**config.mk**
```make
export PLATFORM = sky130hd
export DESIGN_NAME = flash_ctl_reg
export DESIGN_NICKNAME = d
export VERILOG_FILES = /design/src/rtl/flash_ctl_pkg.sv /design/src/rtl/flash_ctl_interlock.sv /design/src/rtl/flash_ctl_pump_div.sv /design/src/rtl/flash_ctl_reg.sv
export SDC_FILE = /design/constraint.sdc
export NUM_CORES = 1
export LEC_CHECK = 0
export BUFFER_PORTS_ARGS = -buffer_cell sky130_fd_sc_hd__buf_2
export CAP_MARGIN = 25
export CORE_UTILIZATION = 43
export DETAILED_ROUTE_END_ITERATION = 12
export GPL_ROUTABILITY_DRIVEN = 0
export PLACE_DENSITY = 0.78
export SLEW_MARGIN = 20
export SYNTH_ARGS = -nofsm -noshare
export SYNTH_HDL_FRONTEND = slang
export SYNTH_SLANG_ARGS = --single-unit
```
**constraint.sdc**
```tcl
create_clock -name clk_i -period 1.5 [get_ports clk_i]
set_clock_uncertainty 0.15 [all_clocks]
set_input_delay 0.3 -clock clk_i [delete_from_list [all_inputs] [get_ports clk_i]]
set_output_delay 0.3 -clock clk_i [all_outputs]
set_load 0.02 [all_outputs]
```
**src/rtl/flash_ctl_pkg.sv**
```systemverilog
package flash_ctl_pkg;

  typedef struct packed {
    logic [1:0] div;
    logic [1:0] blk;
    logic       hv;
    logic       verify;
    logic       erase;
    logic       prog;
  } ctl_reg_t;

  localparam int unsigned MAX_DIV = 4;

  function automatic int unsigned div_factor(input logic [1:0] sel);
    case (sel)
      2'b00:   return 1;
      2'b01,
      2'b10:   return 2;
      default: return MAX_DIV;
    endcase
  endfunction

endpackage

```
**src/rtl/flash_ctl_interlock.sv**
```systemverilog
module flash_ctl_interlock
  import flash_ctl_pkg::*;
(
  input  ctl_reg_t cur_i,
  input  ctl_reg_t wdata_i,
  output ctl_reg_t nxt_o
);

  logic pair_block;
  logic op_sel;

  // the pair is held if the write ends with both set, or sets one while the other is stored
  always_comb begin
    pair_block = (wdata_i.prog & wdata_i.erase)
               | (wdata_i.prog  & ~cur_i.prog  & cur_i.erase)
               | (wdata_i.erase & ~cur_i.erase & cur_i.prog);
    nxt_o       = wdata_i;
    nxt_o.prog  = pair_block ? cur_i.prog  : wdata_i.prog;
    nxt_o.erase = pair_block ? cur_i.erase : wdata_i.erase;
    op_sel      = nxt_o.prog | nxt_o.erase;
    nxt_o.hv    = wdata_i.hv & op_sel;
    nxt_o.verify = wdata_i.verify & ~cur_i.hv & ~nxt_o.hv;
  end

endmodule

```
**src/rtl/flash_ctl_pump_div.sv**
```systemverilog
module flash_ctl_pump_div
  import flash_ctl_pkg::*;
#(
  parameter int unsigned MAX_F = MAX_DIV
) (
  input  logic       clk_i,
  input  logic       rst_ni,
  input  logic       hv_i,
  input  logic [1:0] div_sel_i,
  input  logic       restart_i,
  output logic       tick_o
);

  localparam int unsigned CNT_W = (MAX_F > 1) ? $clog2(MAX_F) : 1;

  logic [CNT_W-1:0] cnt_q;
  logic [CNT_W-1:0] last;

  always_comb last = CNT_W'(div_factor(div_sel_i) - 1);

  always_ff @(posedge clk_i or negedge rst_ni) begin
    if (!rst_ni)                  cnt_q <= '0;
    else if (!hv_i || restart_i)  cnt_q <= '0;
    else if (cnt_q == last)       cnt_q <= '0;
    else                          cnt_q <= cnt_q + 1'b1;
  end

  assign tick_o = hv_i && (cnt_q == last);

  a_r8_tick_spacing: assert property (@(posedge clk_i) disable iff (!rst_ni)
    (tick_o && last != '0 && !restart_i) |=> !tick_o);

  a_r10_restart_zero: assert property (@(posedge clk_i) disable iff (!rst_ni)
    restart_i |=> (cnt_q == '0));

endmodule

```
**src/rtl/flash_ctl_reg.sv**
```systemverilog
module flash_ctl_reg
  import flash_ctl_pkg::*;
(
  input  logic       clk_i,
  input  logic       rst_ni,
  input  logic       wr_en_i,
  input  logic [7:0] wr_data_i,
  output logic [7:0] rd_data_o,
  output logic       prog_o,
  output logic       erase_o,
  output logic       verify_o,
  output logic       hv_en_o,
  output logic [1:0] blk_sel_o,
  output logic [1:0] div_sel_o,
  output logic       pump_tick_o
);

  ctl_reg_t reg_q, reg_d, filt;
  logic     div_restart;

  flash_ctl_interlock u_lock (
    .cur_i   (reg_q),
    .wdata_i (ctl_reg_t'(wr_data_i)),
    .nxt_o   (filt)
  );

  always_comb begin
    reg_d       = wr_en_i ? filt : reg_q;
    div_restart = (reg_d.div != reg_q.div);
  end

  always_ff @(posedge clk_i or negedge rst_ni) begin
    if (!rst_ni) reg_q <= '0;
    else         reg_q <= reg_d;
  end

  flash_ctl_pump_div #(.MAX_F(MAX_DIV)) u_div (
    .clk_i     (clk_i),
    .rst_ni    (rst_ni),
    .hv_i      (reg_q.hv),
    .div_sel_i (reg_q.div),
    .restart_i (div_restart),
    .tick_o    (pump_tick_o)
  );

  assign rd_data_o = reg_q;
  assign prog_o    = reg_q.prog;
  assign erase_o   = reg_q.erase;
  assign verify_o  = reg_q.verify;
  assign hv_en_o   = reg_q.hv;
  assign blk_sel_o = reg_q.blk;
  assign div_sel_o = reg_q.div;

  a_r2_pair_excl: assert property (@(posedge clk_i) disable iff (!rst_ni)
    !(prog_o && erase_o));

  a_r2_pair_hold: assert property (@(posedge clk_i) disable iff (!rst_ni)
    (wr_en_i && wr_data_i[0] && wr_data_i[1]) |=> $stable({prog_o, erase_o}));

  a_r3_hv_gate: assert property (@(posedge clk_i) disable iff (!rst_ni)
    hv_en_o |-> (prog_o || erase_o));

  a_r4_verify_block: assert property (@(posedge clk_i) disable iff (!rst_ni)
    (hv_en_o && wr_en_i && wr_data_i[2]) |=> !verify_o);

  a_r5_verify_clear: assert property (@(posedge clk_i) disable iff (!rst_ni)
    $rose(hv_en_o) |-> !verify_o);

  a_r9_tick_needs_hv: assert property (@(posedge clk_i) disable iff (!rst_ni)
    !hv_en_o |-> !pump_tick_o);

  a_r11_no_write_hold: assert property (@(posedge clk_i) disable iff (!rst_ni)
    !wr_en_i |=> $stable(rd_data_o));

endmodule

```
---- Word level (Yosys, flattened, before mapping) ----
Index checks and enable logic that the tools add are counted.
word-level totals
  output and inout bits ................... 17
  memories kept ........................... 0
  ROM bits ................................ 0
  memory bits (writable) .................. 0
  bits in latches ......................... 0
  bits in registers ....................... 10
operators by class
  shifts and indexed selects .............. 0
  $add $sub $neg .......................... 2
  equal/unequal tests ..................... 4
  order comparisons ....................... 0
  bitwise logic cells ..................... 15
  mux-type cells .......................... 6
  reduce and logical (&&, ||, !) cells .... 5
  divide/modulo/power cells ............... 0
  $mul .................................... 0
operators with widths
  kind                   count
  $and A1 B1 Y1          8
  $mux W8                1
  $mux W2                2
  $not A1 Y1             4
  $pmux W2 S2            1
  $or A1 B1 Y1           3
  $add A2 B1 Y2 const B  1
  $eq A2 B1 Y1 const B   1
  $eq A2 B2 Y1           1
  $eq A2 B2 Y1 const B   1
  $logic_not A2 Y1       1
  $mux W1                2
  $ne A2 B2 Y1           1
  $reduce_or A2 Y1       1
  $sub A2 B1 Y2 const B  1
  $logic_and A1 B1 Y1    1
  $logic_not A1 Y1       1
  $logic_or A1 B1 Y1     1

---- Logic depth before layout (Yosys ltp) ----
Gate-level depths: netlist (run 1).
  depth after elaboration ................. 14
  gate-level depth with buffers ........... 4
  depth with buffers taken out ............ 3

---- Hierarchy ----
A second synthesis (run 1) with hierarchy kept.
unflattened totals
  cell total of the unflattened synthesis .. 57
  area total of the unflattened synthesis .. 659.4 µm²
by module, submodules not included
  module               cells an instance  area an instance (µm²)  instances
  flash_ctl_reg        28                 420.4                   1
  flash_ctl_pump_div   14                 126.4                   1
  flash_ctl_interlock  15                 112.6                   1

---- Least setup slack after synthesis (run 1) ----
No wires, ideal clock.
  path kind ............................... flip-flop to output port
  start point ............................. register reg_q, in the netlist div_sel_o[1]
  end point ............................... output pump_tick_o
  arrival time ............................ 1.375 ns
  path slack .............................. -0.325 ns
  path buffers ............................ 1
  cell stages (with the launch flop) ...... 4
  path through ............................ dfrtp_1 buf_4 or3b_1 a31oi_1
on the way
  cells in the longest elaborated chain, start to end .. 6
  elaborated cells between the ends (all ways) .. 8
  classes of those cells .................. 1 x add/sub; 3 x eq/ne; 1 x mux; 3 x reduce/logical
RTL lines
  item                                                 line                      source
  start, declared                                      flash_ctl_reg.sv:18       ctl_reg_t reg_q, reg_d, filt;
  start signal, assigned                               flash_ctl_reg.sv:34       else reg_q <= reg_d;
  $eq A2 B1 Y1 / $eq A2 B2 Y1 (equally long branches)  flash_ctl_pkg.sv:15       case (sel)
  $reduce_or A2 Y1                                     flash_ctl_pkg.sv:15
  $pmux W2 S2 (*)                                      flash_ctl_pkg.sv:15
  $sub A2 B1 Y2 (*)                                    flash_ctl_pump_div.sv:19  always_comb last = CNT_W'(div_factor(div_sel_i) - 1);
  $eq A2 B2 Y1 (*)                                     flash_ctl_pump_div.sv:28  assign tick_o = hv_i && (cnt_q == last);
  $logic_and A1 B1 Y1 (*)                              flash_ctl_pump_div.sv:28
  end, declared                                        flash_ctl_reg.sv:15       output logic pump_tick_o
Every way passes the cells marked *; elsewhere a longest branch is shown, timed or not.

---- Worst setup path in the final report (run 1) ----
  start point ............................. register u_div.cnt_q[1]
  end point ............................... output pump_tick_o
on the way
  cells in the longest elaborated chain, start to end .. 2
RTL lines
  item                    line                      source
  start, declared         flash_ctl_pump_div.sv:16  logic [CNT_W-1:0] cnt_q;
  start signal, assigned  flash_ctl_pump_div.sv:25  else cnt_q <= cnt_q + 1'b1;
  $eq A2 B2 Y1            flash_ctl_pump_div.sv:28
  $logic_and A1 B1 Y1     flash_ctl_pump_div.sv:28
Every way passes these cells.

==> reports/metrics.csv, run 1 <==
stage;metric;value;unit
timing;worst hold margin;119;ps
yosys;most common cell in the netlist;dfrtp_1;
finish;layout cells sized above 1;0.640;
yosys;Seq/Total Area, Yosys;0.434;
floorplanning;die area;0.00149;mm2
run;Max Cap Viol;0;
pwr;sequential share of power;0.368;
floorplanning;die width;38.6;um
finish;Antenna diodes;0;
detailed_routing;Routed Antenna Nets;0;
detailed_routing;1st-iter DRT viols;17;
timing;FMAX;548;MHz
pwr;Psw;0.000346;W
pwr;Comb pwr share;0.386;
floorplanning;Core Area;0.00117;mm2
clocking;Clock Tree Buf Depth;2;
status;status;finished, violations left;
placed_design;port bufs;27;
critical_path;FF-to-FF setup slack;140;ps
worst_hold_path;Hold Path Class;primary input to flip-flop;
global_routing;antenna violations before repair;0;
yosys;Avg Inst Size Synth;10.3;um2
critical_path;WS Path Type;flip-flop to primary output;
yosys;number of synthesized flops with an enable pin;0;
critical_path;startpoint types;flip-flop;
pwr;P_int;0.000627;W
yosys;post-synth top area share;0.434;
critical_path;Data arrival, critical path;1370;ps
placed_design;DP Wirelength;875;um
global_routing;GR Overflow Total;0;
pwr;Clk pwr share;0.246;
timing;Slew Viols, Final;0;
timing;period utilization;1.22;
yosys;Ys Warns;0;
placed_design;dpl cells;92;
critical_path;data required time of the worst path;1050;ps
timing;RSZ-0062 raised after global routing;true;
detailed_routing;DRT Pass-1 Iters;4;
timing;Slew @ Worst Pin;232;ps
finish;register area;253;um2
timing;Tmin final;1820;ps
timing;Setup-failing EPs final;3;
floorplanning;Boundary Pins;28;
status;failing checks;negative setup slack;
yosys;largest cells by area after synthesis;dfrtp_1 (43%), buf_4 (12%), mux2_2 (9.8%);
detailed_routing;detailed-route via count;508;
pwr;Net Sw Frac;0.356;
finish;Multi-input gate area;290;um2
floorplanning;Initial Util;0.493;
pwr;Lkg Pwr;0.406;nW
detailed_routing;Vias/cell;5.08;
timing;Worst slew margin;0.845;
clocking;total CTS buffers;3;
critical_path;CP endpoint kind;primary output;
critical_path;worst r2r src;div_sel_o[0]$_DFF_PN0_;
finish;Layout area overhead;46.9;%
clocking;Worst-path clk slew;70;ps
floorplanning;row cnt;12;
yosys;Post-synth top flop;dfrtp_1;
global_routing;first-pass GRT wire length;1930;um
yosys;Post-Syn Nets;67;
finish;Finished Layout Cells;100;
yosys;distinct cell type count after synthesis;19;
critical_path;Setup crit start;u_div.cnt_q[1]$_DFF_PN0_;
pwr;PwrDens;1150;mW/mm2
detailed_routing;wirelength, routed;1260;um
finish;# fillers;85;
yosys;ys async rst share;1.00;
critical_path;end of the worst register-to-register path;u_div.cnt_q[0]$_DFF_PN0_;
timing;post-route worst setup slack;-323;ps
global_routing;vias in the first global route;449;
worst_hold_path;min-delay src;wr_data_i[5];
floorplanning;die extent in y;38.6;um
clocking;clk sinks;10;
global_routing;largest net degree at the start of global routing;13;
yosys;Mapped Cells;56;
detailed_routing;Routed WL per cell;12.6;um
yosys;synthesized flop and latch total;10;
timing;final setup TNS;-345;ps
yosys;ranking of synthesized cells by instance count;dfrtp_1 (10), buf_4 (9), mux2_2 (5);
detailed_routing;detailed-route DRC error count;0;
pwr;worst vdd ir;0.000576;V
clocking;H-tree depth;1;
clocking;root buf cell;clkbuf_4;
clocking;CTS tree;built;
finish;Final nets;98;
yosys;post-synth top area cell;dfrtp_1;
critical_path;CP max FO;4;
critical_path;Setup crit end;pump_tick_o;
yosys;Mapped Area;577;um2
critical_path;worst r2r path cells;5;
clocking;worst skew pair latency;260;ps
global_routing;total global-route track usage;0.189;
timing;Fin. Hold Viols;0;
## metal layers
layer / up-vias / track usage / routed length (um)
met1: 241 / 0.273 / 576
met4: 0 / 0.103 / 14
met5: - / 0 / 0
met3: 2 / 0.0173 / 51
met2: 20 / 0.275 / 613
li1: 245 / - / -
## sequential cells by signal, summed over array words and instances, names as in the netlist
signal and flops:
blk_sel_o 2, hv_en_o 1, verify_o 1, erase_o 1, u_div.cnt_q 2, prog_o 1, div_sel_o 2
## power by group through the flow
stage / Sequential, W / Clock [W] / Combinational, W
after CTS: 0.000354 / 0.000242 / 0.000347
final: 0.000359 / 0.000239 / 0.000376
after detailed placement: 0.000360 / 0 / 0.000334
after floorplan: 0.000406 / 0 / 0.000210
after global placement: 0.000357 / 0 / 0.000329
after global routing: 0.000366 / 0.000260 / 0.000405
## worst max-delay path: stages, from the launching register on
cell     delay, ps
dfrtp_1        410
buf_6          140
xnor2_2        170
nand2_2        100
a31oi_4        180
buf_6          130
## through the flow
step / power, W / area, um2 / worst slack [ps] / utilization
after CTS: 0.000943 / 787 / -312 / 0.672
after global routing: 0.00103 / 847 / -394 / 0.723
after global placement: 0.000686 / 719 / -76.7 / 0.614
after floorplan: 0.000615 / 606 / -117 / -
after detailed placement: 0.000694 / 719 / -94.8 / 0.614
final: 0.000973 / 847 / -323 / 0.723
## worst min-delay path by stage
stage,endpoint,cells after the start,slack (ps)
4_1_cts,blk_sel_o[1]$_DFFE_PN0P_,2,120
3_3_place_gp,u_div.cnt_q[0]$_DFF_PN0_,1,20
6_report,blk_sel_o[1]$_DFFE_PN0P_,2,120
5_1_grt,blk_sel_o[1]$_DFFE_PN0P_,2,120
2_1_floorplan,blk_sel_o[0]$_DFFE_PN0P_,0,-150
3_5_place_dp,u_div.cnt_q[0]$_DFF_PN0_,1,20
## final cells by class
class,instances,share of cell area
clock buffer,4,0.0428
tap,14,0.0207
multi-input combinational,33,0.343
sequential,10,0.298
timing repair buffer,36,0.282
inverter,3,0.0133
## cells in the final DEF, fill, tap and decap left out
cell,instances
nor2b_1,2
nor3b_1,2
nand2_1,1
xnor2_1,2
dfrtp_1,8
o2bb2ai_1,2
a21oi_1,4
xnor2_2,2
buf_2,24
o21ai_2,1
clkbuf_4,3
dlygate4sd3_1,1
dfrtp_2,2
clkbuf_8,1
a21boi_2,1
nor2_1,2
nor3_2,1
o32ai_1,1
mux2_2,5
o21ai_0,3
nor4b_2,1
inv_1,3
a31oi_4,1
or3b_4,1
buf_4,4
buf_6,7
nand2_2,1
## timing repair
action / 4_1_cts / 5_1_grt
resized for setup: 2 / 14
endpoints found under the setup margin: 1 / 5
pin swaps: 3 / 3
hold endpoints to repair: 10 / 0
setup buffers: 2 / 1
hold buffers: 1 / 0
## logic make-up after synthesis
group | share of synthesized area
AOI/OAI and AO/OA | 0.139
buffers and inverters | 0.145
and+or+nand+nor | 0.124
DFF | 0.434
muxes | 0.0976
xor gates and xnor gates | 0.0607
Power figures use the tool's default switching activity.
==> run 2: changes to the inputs <==
--- a/config.mk
+++ b/config.mk
@@ -7,10 +7,11 @@
 export LEC_CHECK = 0
 export BUFFER_PORTS_ARGS = -buffer_cell sky130_fd_sc_hd__buf_2
 export CAP_MARGIN = 25
-export CORE_UTILIZATION = 43
+export CORE_ASPECT_RATIO = 1.5
+export CORE_UTILIZATION = 25
 export DETAILED_ROUTE_END_ITERATION = 12
 export GPL_ROUTABILITY_DRIVEN = 0
-export PLACE_DENSITY = 0.78
+export PLACE_DENSITY = 0.52
 export SLEW_MARGIN = 20
 export SYNTH_ARGS = -nofsm -noshare
 export SYNTH_HDL_FRONTEND = slang
==> reports/metrics.csv, run 2 (synthesis results as in run 1) <==
stage;metric;value;unit;change
status;status;finished, violations left;;
status;failing checks;negative setup slack;;
placed_design;Area after DPL;759;um2;+5.6%
clocking;Clock Tree Buf Depth;2;;unchanged
detailed_routing;1st-iter DRT viols;4;;-13
critical_path;FF-to-FF setup slack;100;ps;-40 ps
critical_path;startpoint types;flip-flop;;
finish;Final nets;102;;+4.1%
clocking;Worst-path clk slew;70;ps;about the same
placed_design;DP Worst Slack;-91.2;ps;+3.57 ps
placed_design;DP Wirelength;967;um;+10%
detailed_routing;DRT Pass-1 Iters;2;;-2
timing;Setup-failing EPs final;1;;-2
detailed_routing;wirelength, routed;1210;um;-3.7%
timing;RSZ-0062 raised after global routing;true;;
critical_path;WS Path Type;flip-flop to primary output;;
finish;most frequent cells in the layout;buf_2 (22), buf_4 (16), dfrtp_1 (8);;
global_routing;first-pass GRT wire length;1800;um;-6.5%
critical_path;Crit path max-delay family;flip-flops;;
timing;Fin. Hold Viols;0;;unchanged
critical_path;data required time of the worst path;1050;ps;about the same
clocking;worst skew pair latency;260;ps;about the same
floorplanning;Initial Util;0.274;;-0.218
clocking;clk sinks;10;;unchanged
global_routing;total global-route track usage;0.113;;-0.0756
critical_path;CP endpoint kind;primary output;;
finish;Layout area overhead;46.4;%;
floorplanning;die width;41.2;um;+6.7%
finish;layout cells sized above 1;0.600;;-0.0395
critical_path;max incr delay on CP;410;ps;about the same
critical_path;CP max stage cell;dfrtp_1;;
global_routing;antenna violations before repair;0;;unchanged
pwr;worst vdd ir;0.000361;V;-37%
critical_path;Setup crit start;u_div.cnt_q[1]$_DFF_PN0_;;
detailed_routing;Vias/cell;4.49;;-12%
critical_path;Data arrival, critical path;1360;ps;about the same
finish;commonest non-fill, non-tap cell in the layout;buf_2;;
timing;Slew Viols, Final;0;;unchanged
global_routing;GR Overflow Total;0;;unchanged
detailed_routing;detailed-route DRC error count;0;;unchanged
finish;Finished Layout Cells;112;;+12%
clocking;CTS tree;built;;
clocking;total CTS buffers;3;;unchanged
pwr;final total power;0.000975;W;+0.19%
critical_path;worst r2r src;div_sel_o[0]$_DFF_PN0_;;
critical_path;cells along the critical path;buf_4, xnor2_1, nand2_1, a31oi_4, buf_6;;
finish;post-layout instance area;845;um2;-0.30%
floorplanning;Core Area;0.00210;mm2;+79%
detailed_routing;detailed-route via count;503;;-0.98%
timing;period utilization;1.21;;-0.00868
timing;post-route worst setup slack;-310;ps;+13.0 ps
critical_path;CP max FO;4;;unchanged
floorplanning;die area;0.00251;mm2;+68%
floorplanning;row cnt;20;;+8
floorplanning;Boundary Pins;28;;unchanged
pwr;Lkg Pwr;0.408;nW;+0.62%
timing;Worst slew margin;0.781;;-0.0637
critical_path;worst r2r path cells;5;;unchanged
clocking;H-tree depth;1;;unchanged
critical_path;end of the worst register-to-register path;u_div.cnt_q[0]$_DFF_PN0_;;
timing;Tmin final;1810;ps;-13.0 ps
run;Max Cap Viol;0;;unchanged
floorplanning;die extent in y;60.8;um;+57%
placed_design;dpl cells;104;;+13%
worst_hold_path;Hold Path Class;primary input to flip-flop;;
placed_design;port bufs;27;;unchanged
worst_hold_path;min-delay src;wr_data_i[4];;
clocking;root buf cell;clkbuf_4;;
detailed_routing;Routed WL per cell;10.8;um;-14%
detailed_routing;Routed Antenna Nets;0;;unchanged
global_routing;largest net degree at the start of global routing;13;;unchanged
timing;worst hold margin;121;ps;+1.26 ps
global_routing;vias in the first global route;456;;+1.6%
timing;FMAX;552;MHz;+0.72%
critical_path;WP buf/inv;2;;unchanged
worst_hold_path;hold depth;2;;unchanged
worst_hold_path;hold endpoint;blk_sel_o[0]$_DFFE_PN0P_;;
timing;Slew @ Worst Pin;325;ps;+93.4 ps
finish;Antenna diodes;0;;unchanged
pwr;PwrDens;1150;mW/mm2;+0.49%
run 2: final cells by class:
class,instances,area (um2)
Timing Repair Buffer,40,251
Tap cell,22,27.5
Inverter,3,11.3
Fill cell,219,1260
Sequential cell,10,253
Clock buffer,4,36.3
Multi-Input combinational cell,33,265
run 2: what timing repair did:
action,in CTS,in global routing
hold buffers,1,0
gates resized for setup,2,5
buffers inserted,2,1
endpoints found under the hold margin,10,0
pin swaps,2,1
setup endpoints to repair,1,6
run 2: worst reg2reg max path: stages (launching register included):
cell      delay (ps)
dfrtp_2          430
buf_4            140
buf_4            130
xnor2_1          140
a21boi_1         110
nor4b_2          220
run 2: worst max-delay path by stage:
stage	end	slack (ps)	cells past startpoint
after global routing	pump_tick_o	-410	5
after detailed placement	pump_tick_o	-90	3
after floorplan	pump_tick_o	-120	3
after CTS	pump_tick_o	-330	5
after global placement	pump_tick_o	-80	5
final	pump_tick_o	-310	5
run 2: power breakdown:
| group | switching [W] | leakage, nW | internal [W] | total (W) |
|---|---|---|---|---|
| registers | 0.0000267 | 0.121 | 0.000309 | 0.000336 |
| logic | 0.000220 | 0.267 | 0.000183 | 0.000404 |
| clock network | 0.0000881 | 0.0210 | 0.000147 | 0.000235 |
| total | 0.000335 | 0.408 | 0.000640 | 0.000975 |
run 2: metal layers:
metal,wire length [um],track usage,vias to the layer above,part of all wire
li1,-,-,252,-
met1,438,0.104,238,0.36
met2,707,0.190,11,0.58
met3,47,0.0440,2,0.039
met4,14,0.0829,0,0.012
met5,0,0,-,0
run 2: stage by stage:
stage                      util  setup TNS, ps
final                     0.402           -310
after global routing      0.402           -420
after CTS                 0.393           -333
after detailed placement  0.361          -91.2
after global placement    0.361          -82.6
after floorplan               -           -117
==> run 3: changes to the inputs <==
--- a/config.mk
+++ b/config.mk
@@ -12,6 +12,7 @@
 export DETAILED_ROUTE_END_ITERATION = 12
 export GPL_ROUTABILITY_DRIVEN = 0
 export PLACE_DENSITY = 0.52
+export RECOVER_POWER = 100
 export SLEW_MARGIN = 20
 export SYNTH_ARGS = -nofsm -noshare
 export SYNTH_HDL_FRONTEND = slang
==> reports/metrics.csv, run 3 (synthesis results as in run 1) <==
stage;metric;value;unit;change
floorplanning;die extent in y;60.8;um;unchanged
clocking;root buf cell;clkbuf_4;;
pwr;Psw;0.000336;W;+0.15%
placed_design;DP Worst Slack;-91.2;ps;unchanged
status;status;finished, violations left;;
finish;layout cells sized above 1;0.478;;-0.122
critical_path;WS Path Type;flip-flop to primary output;;
critical_path;end of the worst register-to-register path;u_div.cnt_q[0]$_DFF_PN0_;;
clocking;worst skew pair latency;260;ps;about the same
critical_path;data required time of the worst path;1050;ps;about the same
timing;Setup-failing EPs final;3;;+2
critical_path;CP endpoint kind;primary output;;
run;Max Cap Viol;0;;unchanged
timing;worst hold margin;120;ps;-0.884 ps
critical_path;Setup crit start;u_div.cnt_q[1]$_DFF_PN0_;;
floorplanning;row cnt;20;;unchanged
finish;fin util;0.390;;-0.0113
global_routing;antenna violations before repair;0;;unchanged
critical_path;worst r2r src;div_sel_o[0]$_DFF_PN0_;;
critical_path;WP buf/inv;2;;unchanged
finish;# fillers;222;;+1.4%
finish;commonest non-fill, non-tap cell in the layout;buf_2;;
finish;Layout area overhead;42.3;%;
pwr;Net Sw Frac;0.353;;+0.00959
pwr;Clk pwr share;0.249;;+0.008
detailed_routing;Routed WL per cell;10.7;um;-0.83%
floorplanning;die width;41.2;um;unchanged
timing;Slew @ Worst Pin;550;ps;+225 ps
worst_hold_path;Hold Path Class;primary input to flip-flop;;
critical_path;Setup crit end;pump_tick_o;;
pwr;Lkg Pwr;0.372;nW;-8.9%
pwr;Comb pwr share;0.398;;-0.016
finish;post-layout instance area;821;um2;-2.8%
detailed_routing;1st-iter DRT viols;6;;+2
timing;FMAX;552;MHz;about the same
timing;post-route worst setup slack;-312;ps;-1.30 ps
clocking;H-tree depth;1;;unchanged
detailed_routing;detailed-route DRC error count;0;;unchanged
global_routing;largest net degree at the start of global routing;13;;unchanged
detailed_routing;Vias/cell;4.49;;unchanged
critical_path;CP max stage cell;dfrtp_1;;
finish;most frequent cells in the layout;buf_2 (13), clkbuf_1 (11), buf_4 (11);;
critical_path;cells along the critical path;buf_4, xnor2_1, nand2_1, a31oi_4, buf_6;;
timing;period utilization;1.21;;about the same
clocking;clk sinks;10;;unchanged
clocking;total CTS buffers;3;;unchanged
critical_path;worst r2r path cells;5;;unchanged
critical_path;Data arrival, critical path;1360;ps;about the same
pwr;sequential share of power;0.353;;+0.009
detailed_routing;wirelength, routed;1200;um;-0.83%
global_routing;vias in the first global route;456;;unchanged
clocking;CTS tree;built;;
critical_path;Crit path depth;5;;unchanged
placed_design;port bufs;27;;unchanged
clocking;Clock Tree Buf Depth;2;;unchanged
critical_path;Crit path max-delay family;flip-flops;;
finish;Antenna diodes;0;;unchanged
critical_path;FF-to-FF setup slack;110;ps;about the same
clocking;Worst-path clk slew;70;ps;about the same
pwr;worst vdd ir;0.000359;V;-0.62%
timing;Fin. Hold Viols;0;;unchanged
placed_design;DP Wirelength;967;um;unchanged
detailed_routing;DRT Pass-1 Iters;2;;unchanged
placed_design;Area after DPL;759;um2;unchanged
critical_path;CP max FO;4;;unchanged
timing;Tmin final;1810;ps;+1.30 ps
timing;RSZ-0062 raised after global routing;true;;
timing;Worst slew margin;0.633;;-0.148
critical_path;startpoint types;flip-flop;;
status;failing checks;negative setup slack;;
global_routing;first-pass GRT wire length;1800;um;unchanged
floorplanning;Initial Util;0.274;;unchanged
global_routing;GR Overflow Total;0;;unchanged
timing;Slew Viols, Final;0;;unchanged
floorplanning;die area;0.00251;mm2;unchanged
floorplanning;Core Area;0.00210;mm2;unchanged
global_routing;total global-route track usage;0.113;;unchanged
finish;Finished Layout Cells;112;;unchanged
floorplanning;Boundary Pins;28;;unchanged
pwr;PwrDens;1160;mW/mm2;+0.26%
detailed_routing;Routed Antenna Nets;0;;unchanged
pwr;P_int;0.000614;W;-4.0%
placed_design;dpl cells;104;;unchanged
detailed_routing;detailed-route via count;503;;unchanged
critical_path;max incr delay on CP;410;ps;about the same
finish;Final nets;102;;unchanged
==> run 3: cell count changes in the layout (fill, tap and decap cells not counted) <==
cell | before | now
clkbuf_1 | 0 | 11
buf_2 | 22 | 13
buf_4 | 16 | 11
clkbuf_2 | 0 | 2
clkbuf_4 | 3 | 4
==> run 3: layer usage <==
layer / vias up / wire length [um] / track usage
met5: - / 0 / 0
met4: 0 / 14 / 0.0829
met3: 2 / 44 / 0.0440
met2: 11 / 704 / 0.190
met1: 238 / 435 / 0.104
li1: 252 / - / -
==> run 3: final cells by class <==
type	instances	area (um2)	area share
sequential	10	253	0.308
tap	22	27.5	0.0335
timing repair buffer	40	228	0.277
clock buffer	4	36.3	0.0442
multi-input combinational	33	265	0.323
inverter	3	11.3	0.0137
==> run 3: per-stage QoR <==
| step | TNS, ps | total power [W] |
|---|---|---|
| CTS | -333 | 0.000990 |
| global route | -912 | 0.00103 |
| detailed placement | -91.2 | 0.000732 |
| global placement | -82.6 | 0.000728 |
| finish | -347 | 0.000950 |
| floorplan | -117 | 0.000615 |
==> run 3: how the worst min path moves through the flow <==
stage / from / to / slack (ps) / cells after the start
after floorplan: rst_ni / blk_sel_o[0]$_DFFE_PN0P_ / -150 / 0
after global placement: rst_ni / blk_sel_o[1]$_DFFE_PN0P_ / 20 / 1
after detailed placement: rst_ni / u_div.cnt_q[1]$_DFF_PN0_ / 20 / 1
after CTS: wr_data_i[4] / blk_sel_o[0]$_DFFE_PN0P_ / 110 / 2
after global routing: wr_data_i[4] / blk_sel_o[0]$_DFFE_PN0P_ / 90 / 2
final: wr_data_i[4] / blk_sel_o[0]$_DFFE_PN0P_ / 120 / 2
==> run 3: power groups by stage <==
stage	logic, W	clock network [W]	registers, W
2_1_floorplan	0.000210	0	0.000406
3_3_place_gp	0.000389	0	0.000340
3_5_place_dp	0.000390	0	0.000342
4_1_cts	0.000402	0.000251	0.000336
5_1_grt	0.000416	0.000276	0.000341
6_report	0.000378	0.000236	0.000336
==> run 3: worst register-to-register path: cells and delay by family (launching register included) <==
family	cells	cell delay [ps]
flip-flops	1	430
AO/OA/AOI/OAI	1	100
buffers and inverters	2	240
XOR/XNOR	1	150
AND/OR/NAND/NOR	1	220
==> run 3: what timing repair did <==
item / in CTS / in global routing
hold buffers: 1 / 0
pin swaps: 2 / 1
hold endpoints to repair: 10 / 0
resized for setup: 2 / 5
buffers inserted: 2 / 1
endpoints found under the setup margin: 1 / 6
